[src/rtl/vbus_pkg.sv]
package vbus_pkg;
    parameter int COLOR_W = 7;
    parameter int BUS_W   = 7;
    localparam int FLAG_N = 4;
    localparam int PAD_W  = BUS_W - FLAG_N;

    typedef enum logic [1:0] {
        PH_CTRL  = 2'd0,
        PH_RED   = 2'd1,
        PH_GREEN = 2'd2,
        PH_BLUE  = 2'd3
    } phase_t;

    typedef struct packed {
        logic               blank;
        logic               vsync_n;
        logic               clamp_n;
        logic               hsync_n;
        logic               csync_n;
        logic [COLOR_W-1:0] red;
        logic [COLOR_W-1:0] green;
        logic [COLOR_W-1:0] blue;
    } pixel_t;
endpackage

[src/rtl/vbus_hold.sv]
module vbus_hold
    import vbus_pkg::*;
(
    input  logic   clk,
    input  logic   rst,
    input  logic   take,
    input  logic   valid,
    input  pixel_t din,
    output pixel_t q
);
    always_ff @(posedge clk) begin
        if (rst) begin
            q.blank   <= 1'b1;
            q.vsync_n <= 1'b1;
            q.clamp_n <= 1'b1;
            q.hsync_n <= 1'b1;
            q.csync_n <= 1'b1;
            q.red     <= '0;
            q.green   <= '0;
            q.blue    <= '0;
        end else if (take) begin
            if (valid) begin
                q <= din;
            end else begin
                q.blank <= 1'b1;
            end
        end
    end
endmodule

[src/rtl/vbus_phase_fsm.sv]
module vbus_phase_fsm
    import vbus_pkg::*;
(
    input  logic   clk,
    input  logic   rst,
    input  logic   held_blank,
    output phase_t phase,
    output logic   wrap
);
    phase_t state_q;
    phase_t state_d;

    always_ff @(posedge clk) begin
        if (rst) begin
            state_q <= PH_CTRL;
        end else begin
            state_q <= state_d;
        end
    end

    always_comb begin
        state_d = state_q;
        wrap    = 1'b0;
        unique case (state_q)
            PH_CTRL: begin
                if (held_blank) begin
                    state_d = PH_CTRL;
                    wrap    = 1'b1;
                end else begin
                    state_d = PH_RED;
                end
            end
            PH_RED:   state_d = PH_GREEN;
            PH_GREEN: state_d = PH_BLUE;
            PH_BLUE: begin
                state_d = PH_CTRL;
                wrap    = 1'b1;
            end
            default:  state_d = PH_CTRL;
        endcase
    end

    assign phase = state_q;
endmodule

[src/rtl/vbus_word_mux.sv]
module vbus_word_mux
    import vbus_pkg::*;
(
    input  phase_t           phase,
    input  pixel_t           held,
    output logic [BUS_W-1:0] data,
    output logic             strobe_n
);
    always_comb begin
        data     = '0;
        strobe_n = 1'b1;
        unique case (phase)
            PH_CTRL: begin
                data     = {{PAD_W{1'b0}}, held.vsync_n, held.clamp_n,
                            held.hsync_n, held.csync_n};
                strobe_n = 1'b0;
            end
            PH_RED:   data = BUS_W'(held.red);
            PH_GREEN: data = BUS_W'(held.green);
            PH_BLUE:  data = BUS_W'(held.blue);
            default:  data = '0;
        endcase
    end
endmodule

[src/rtl/vbus_serializer.sv]
module vbus_serializer
    import vbus_pkg::*;
(
    input  logic               clk,
    input  logic               rst,
    input  logic               pix_valid,
    output logic               pix_ready,
    input  logic               pix_blank,
    input  logic               pix_csync_n,
    input  logic               pix_hsync_n,
    input  logic               pix_clamp_n,
    input  logic               pix_vsync_n,
    input  logic [COLOR_W-1:0] pix_red,
    input  logic [COLOR_W-1:0] pix_green,
    input  logic [COLOR_W-1:0] pix_blue,
    output logic [BUS_W-1:0]   bus_data,
    output logic               bus_strobe_n
);
    pixel_t in_pix;
    pixel_t held;
    phase_t phase;
    logic   wrap;

    assign in_pix = '{blank: pix_blank, vsync_n: pix_vsync_n,
                      clamp_n: pix_clamp_n, hsync_n: pix_hsync_n,
                      csync_n: pix_csync_n, red: pix_red,
                      green: pix_green, blue: pix_blue};

    vbus_phase_fsm i_fsm (
        .clk        (clk),
        .rst        (rst),
        .held_blank (held.blank),
        .phase      (phase),
        .wrap       (wrap)
    );

    vbus_hold i_hold (
        .clk   (clk),
        .rst   (rst),
        .take  (wrap),
        .valid (pix_valid),
        .din   (in_pix),
        .q     (held)
    );

    vbus_word_mux i_mux (
        .phase    (phase),
        .held     (held),
        .data     (bus_data),
        .strobe_n (bus_strobe_n)
    );

    assign pix_ready = wrap;
endmodule

[config.mk]
export PLATFORM = sky130hd
export DESIGN_NAME = vbus_serializer
export DESIGN_NICKNAME = d
export VERILOG_FILES = /design/src/rtl/vbus_pkg.sv /design/src/rtl/vbus_hold.sv /design/src/rtl/vbus_phase_fsm.sv /design/src/rtl/vbus_word_mux.sv /design/src/rtl/vbus_serializer.sv
export SDC_FILE = /design/constraint.sdc
export NUM_CORES = 1
export LEC_CHECK = 0
export ABC_AREA = 1
export CORE_ASPECT_RATIO = 1.75
export CORE_MARGIN = 2
export CORE_UTILIZATION = 59
export CTS_BUF_LIST = sky130_fd_sc_hd__clkbuf_8
export DETAILED_ROUTE_END_ITERATION = 8
export DONT_BUFFER_PORTS = 1
export PLACE_DENSITY = 0.76
export REMOVE_ABC_BUFFERS = 1
export SLEW_MARGIN = 40
export SYNTH_ARGS = -nofsm -noshare
export SYNTH_HDL_FRONTEND = slang
export SYNTH_SLANG_ARGS = --single-unit
[constraint.sdc]
create_clock -name clk -period 1.4 [get_ports clk]
set_input_delay 0.14 -clock clk [delete_from_list [all_inputs] [get_ports clk]]
set_output_delay 0.14 -clock clk [all_outputs]
set_load 0.03 [all_outputs]
# Word level (Yosys, flattened, before mapping)
# Index checks and enable logic that the tools add are counted.
dict set report word_totals {
  input_bits 29
  output_inout_bits 9
  ff_bits 28
  elab_cells 21
}
dict set report op_classes {
  eq_ne 3
  n_reduce_logical 2
  n_mux 7
}
# cell count
set op_table {}
lappend op_table {{7-bit case mux with 4 select lines} 1}
lappend op_table {{2-bit case mux with 4 select lines} 1}
lappend op_table {{2-bit equality test (second input constant)} 2}
lappend op_table {{1-bit two-way mux} 4}
lappend op_table {{2-bit by 1-bit equality test with 1-bit output (second input constant)} 1}
lappend op_table {{2-bit logical NOT} 1}
lappend op_table {{1-bit case mux with 2 select lines} 1}
lappend op_table {{2-bit AND reduction} 1}

# Logic depth before layout (Yosys ltp)
dict set report depth {
  ltp_word 3
  depth_mapped 9
}

# By module
# Synthesis repeated with hierarchy kept, for this count alone.
dict set report unflattened {
  cells_unflattened 218
  area_unflattened_um2 1415.1
}
# module cells_each area_per_inst_um2 instances
set by_module_without_submodules {}
lappend by_module_without_submodules {vbus_hold 158 1063.5 1}
lappend by_module_without_submodules {vbus_word_mux 42 209.0 1}
lappend by_module_without_submodules {vbus_phase_fsm 18 142.6 1}

# Worst setup path after synthesis
# Ideal clock, no wire load.
dict set report synth_timing {
  kind {flip-flop to output port}
  startpoint {register i_fsm.state_q[0] (netlist: i_fsm.phase[0])}
  endpoint {output pix_ready}
  required_time_ns 1.260
  n_path_buf 2
  path_stages_with_launch 8
  setup_slack_ns -0.170
  arrival_ns 1.430
  cell_sequence {dfxtp_1 inv_1 ha_1 inv_1 buf_2 buf_2 nand2_1 inv_1}
}
dict set report synth_via {
  elab_chain_cells 2
  elab_cells_between_ends 3
}
# item line
set synth_lines {}
lappend synth_lines {{start: declaration} vbus_phase_fsm.sv:10} ;# phase_t state_q;
lappend synth_lines {{start signal: assignment} vbus_phase_fsm.sv:17} ;# state_q <= state_d;
lappend synth_lines {{2-bit equality test or 2-bit logical NOT (tied branches)} vbus_phase_fsm.sv:24} ;# unique case (state_q)
lappend synth_lines {{1-bit case mux with 2 select lines *} vbus_phase_fsm.sv:24}
lappend synth_lines {{end: declaration} vbus_serializer.sv:7} ;# output logic pix_ready,
# Mark *: on every way between the ends. The rest lies on a longest branch, timed or not.

# Worst setup path in the final report
dict set report layout_timing {
  startpoint {register i_fsm.state_q[1] (netlist: i_fsm.phase[1])}
  endpoint {output bus_data[3]}
}
dict set report layout_via {
  elab_chain_cells 2
  elab_cells_between_ends 5
}
# item line
set layout_lines {}
lappend layout_lines {{2-bit equality test (tied with other cells)} vbus_word_mux.sv:12} ;# unique case (phase)
lappend layout_lines {{7-bit case mux with 4 select lines *} vbus_word_mux.sv:12}
lappend layout_lines {{end: declaration} vbus_serializer.sv:16} ;# output logic [BUS_W-1:0] bus_data,
# Marks and branches as above.

==> metrics.md <==
| Metric | Value |
|---|---|
| Core area | approximately 0.0027 mm² |
| Slew margin rel. | roughly 50% |
| Pre-CTS WS | -0.0856 ns |
| Max Freq | slightly above 0.6 GHz |
| Worst EP required | 1.26 ns |
| WHS Path Cells | 2 |
| Post-synthesis cell type count | 21 |
| RD Place Congestion | approximately 0.78 |
| DIE HEIGHT | about 74 µm |
| Global router's overall resource usage | between 20% and 30% |
| CTS max path bufs | 2 |
| Main combinational cell family by area after synthesis | simple AND/OR/NAND/NOR gates |
| Worst Path Arrival | between 1 and 1.5 ns |
| Final antenna-violating net count | 0 |
| Die area | about 0.0032 mm² |
| Global route overflow | 0 |
| Setup Skew | around 0.0058 ns |
| Mux cell area share after synthesis | 0% |
| Vias in the first global route | about 1400 |
| DIE WIDTH | about 44 µm |
| Most frequent cells in the layout | 62 x inv_1, 60 x nand2_1, 26 x nor2_1, 26 x dfxtp_1, 25 x nand4_1 |
| Worst-path maximum fanout | 6 |
| Syn Std Cell Area | around 0.0016 mm² |
| #FFs+latches synth | 28 |
| Fin crit period | 1.60 ns |
| First-pass GRT wire length | 6190 µm |
| Failing checks | negative setup slack |
| Pre-Repair DR Iteration Count | 5 |
| Final worst-path setup slack | -0.204 ns |
| Met3 usage | under 10% |
| Avg Inst Size Synth | about 6.3 µm² |
| Largest stage delay, worst path | roughly 0.34 ns |
| Row count | 25 |
| TritonCTS Buffers | 3 |
| Crit path capture type | primary output |
| Cells after synthesis | 260 |
| Drt wl/cell | 14.2 µm |
| Number of buffers added on ports | 0 |
| Yosys warns | 0 |
| CP Class | register to primary output |
| Post-Synth XOR/XNOR Area | 0% |
| Slew at the pin closest to its max-slew limit | ~0.76 ns |
| Fin. Hold Viols | 0 |
| Max_cap viols | 0 |
| Simple-gate share of the synthesized area | 34.8% |
| Drt via density | 5.40 |
| Class of the worst hold path | input pin to register |
| Final Slew Violations | 0 |
| Top Ports | 38 |
| CP max stage cell | dfxtp_2 |
| Layout cells sized above 1 | a little over a fifth |
| Vias | between 1500 and 2000 |
| Worst R2R End | i_hold.q[8] |
| GR peak layer | met2 |
| Startpoint Class | register |
| Worst R2R Setup Slack | -0.10 ns |
| Post-Synth Adder-Cell Area | approximately 3.8% |
| RR Startpoint | i_fsm.phase[1] |
| H-tree Lvls | 1 |
| RSZ-0062 raised after global routing | yes |
| Initial Util | between 60% and 70% |
| Crit path cell chain | inv_2 > ha_4 > buf_6 > a21oi_2 > a31oi_1 > buf_4 |
| Endpoint of the worst hold path | i_hold.q[21] |
| WL final | around 4300 µm |
| Final setup fails | 26 |
| Pin count of the biggest net entering global routing | 29 |
| Final period utilization | 115% |
| Status | finished, violations left |
| Post-route DRC | 0 |
| Synth Area in Compound Gates | under 10% |
| Global-route met1 utilization | 30.5% |
| Drt first-iter violations | 50 |
| Post-layout nets | 310 |
| DP HPWL | about 2400 µm |
| Sequential cell area fraction in the yosys report | approximately a third |
| Synth-to-layout area growth | 24.3% |
| FF-to-FF path depth | 9 |
| Commonest non-fill, non-tap cell in the layout | inv_1 |
| Met2 usage | between 40% and 50% |
| Clock slew at reported path FFs | roughly 0.10 ns |
| Fill cell count | a little over 200 |
| Antenna violations before repair | 0 |
| Diode count | 0 |
| Root Driver | clkbuf_8 |
| Skew-Pair Late Insertion Delay | 0.28 ns |
| CTS tree | done |
| CTS sink count | 28 |
| Hold Startpoint | pix_csync_n |
## critical path: cells and delay by family, from the launching register on
kind | cells | cell delay [ns]
buffers and inverters | 3 | 0.45
AO/OA/AOI/OAI | 2 | 0.23
flip-flops | 1 | 0.34
adder cells (fa/ha/maj) | 1 | 0.17
## what timing repair did
item,CTS,global route
hold endpoints to repair,1,0
pin swaps,10,8
setup endpoints to repair,33,33
gates cloned,1,2
buffers inserted,0,2
resized for setup,36,14
hold buffers,1,0
## layer usage
| layer | vias up | part of all wire, % |
|---|---|---|
| met1 | 743 | 39 |
| met3 | 9 | 4.1 |
| li1 | 813 | - |
| met4 | 0 | 1.6 |
| met5 | - | 0 |
| met2 | 67 | 56 |
## worst max path at each step
stage / from / endpoint / slack (ns) / cells past startpoint
floorplan: i_fsm.phase[0] / i_hold.q[13] / -0.39 / 7
global placement: i_fsm.phase[1] / i_hold.q[24] / -0.03 / 7
detailed placement: i_fsm.phase[1] / i_hold.q[3] / -0.09 / 8
CTS: i_fsm.phase[1] / bus_data[2] / -0.17 / 6
global route: i_fsm.phase[1] / bus_data[3] / -0.24 / 6
finish: i_fsm.phase[1] / bus_data[3] / -0.20 / 6
## cells in the mapped netlist, drive strengths merged
library cell	number	area share [%]
a21oi	5	1.5
a31oi	4	1.5
buf	11	4.2
clkbuf	2	0.46
clkinv	1	0.23
dfxtp	28	34
ha	5	3.8
inv	75	17
nand2	67	17
nand3	6	2.6
nand4	25	9.5
nor2	26	5.9
o211ai	4	1.8
o21ai	1	0.30
## area by class of cell
class	instances	area (µm²)	share of cell area [%]
tap	27	33.8	1.66
inverter	76	293	14.3
multi-input combinational	146	866	42.4
sequential	28	563	27.6
timing repair buffer	21	230	11.3
clock buffer	4	55.1	2.70
## metrics by stage
step                utilization (%)  cells  hold slack [ns]  cell area (µm²)  TNS [ns]
finish                         75.9    302           0.0283             2040     -2.24
global route                   75.9    302           0.0497             2040     -4.17
CTS                            71.8    298           0.0231             1930     -1.17
detailed placement             64.5    292            0.216             1730     -1.57
global placement               64.5    292            0.215             1730    -0.407
floorplan                         -    247            0.212             1570    -10.19
## sequential cells by signal, summed over array words and instances, names as in the netlist
name / cells
i_hold.q: 26
i_fsm.phase: 2
## cell families after synthesis
family	count (synthesis)
and+or+nand+nor	124
buffers and inverters	89
DFF	28
AOI/OAI and AO/OA	14
adders and majority gates	5
Power is left out: the tool's default activity adds up to more than one toggle a clock period on the data nets, which glitch-free logic cannot reach.
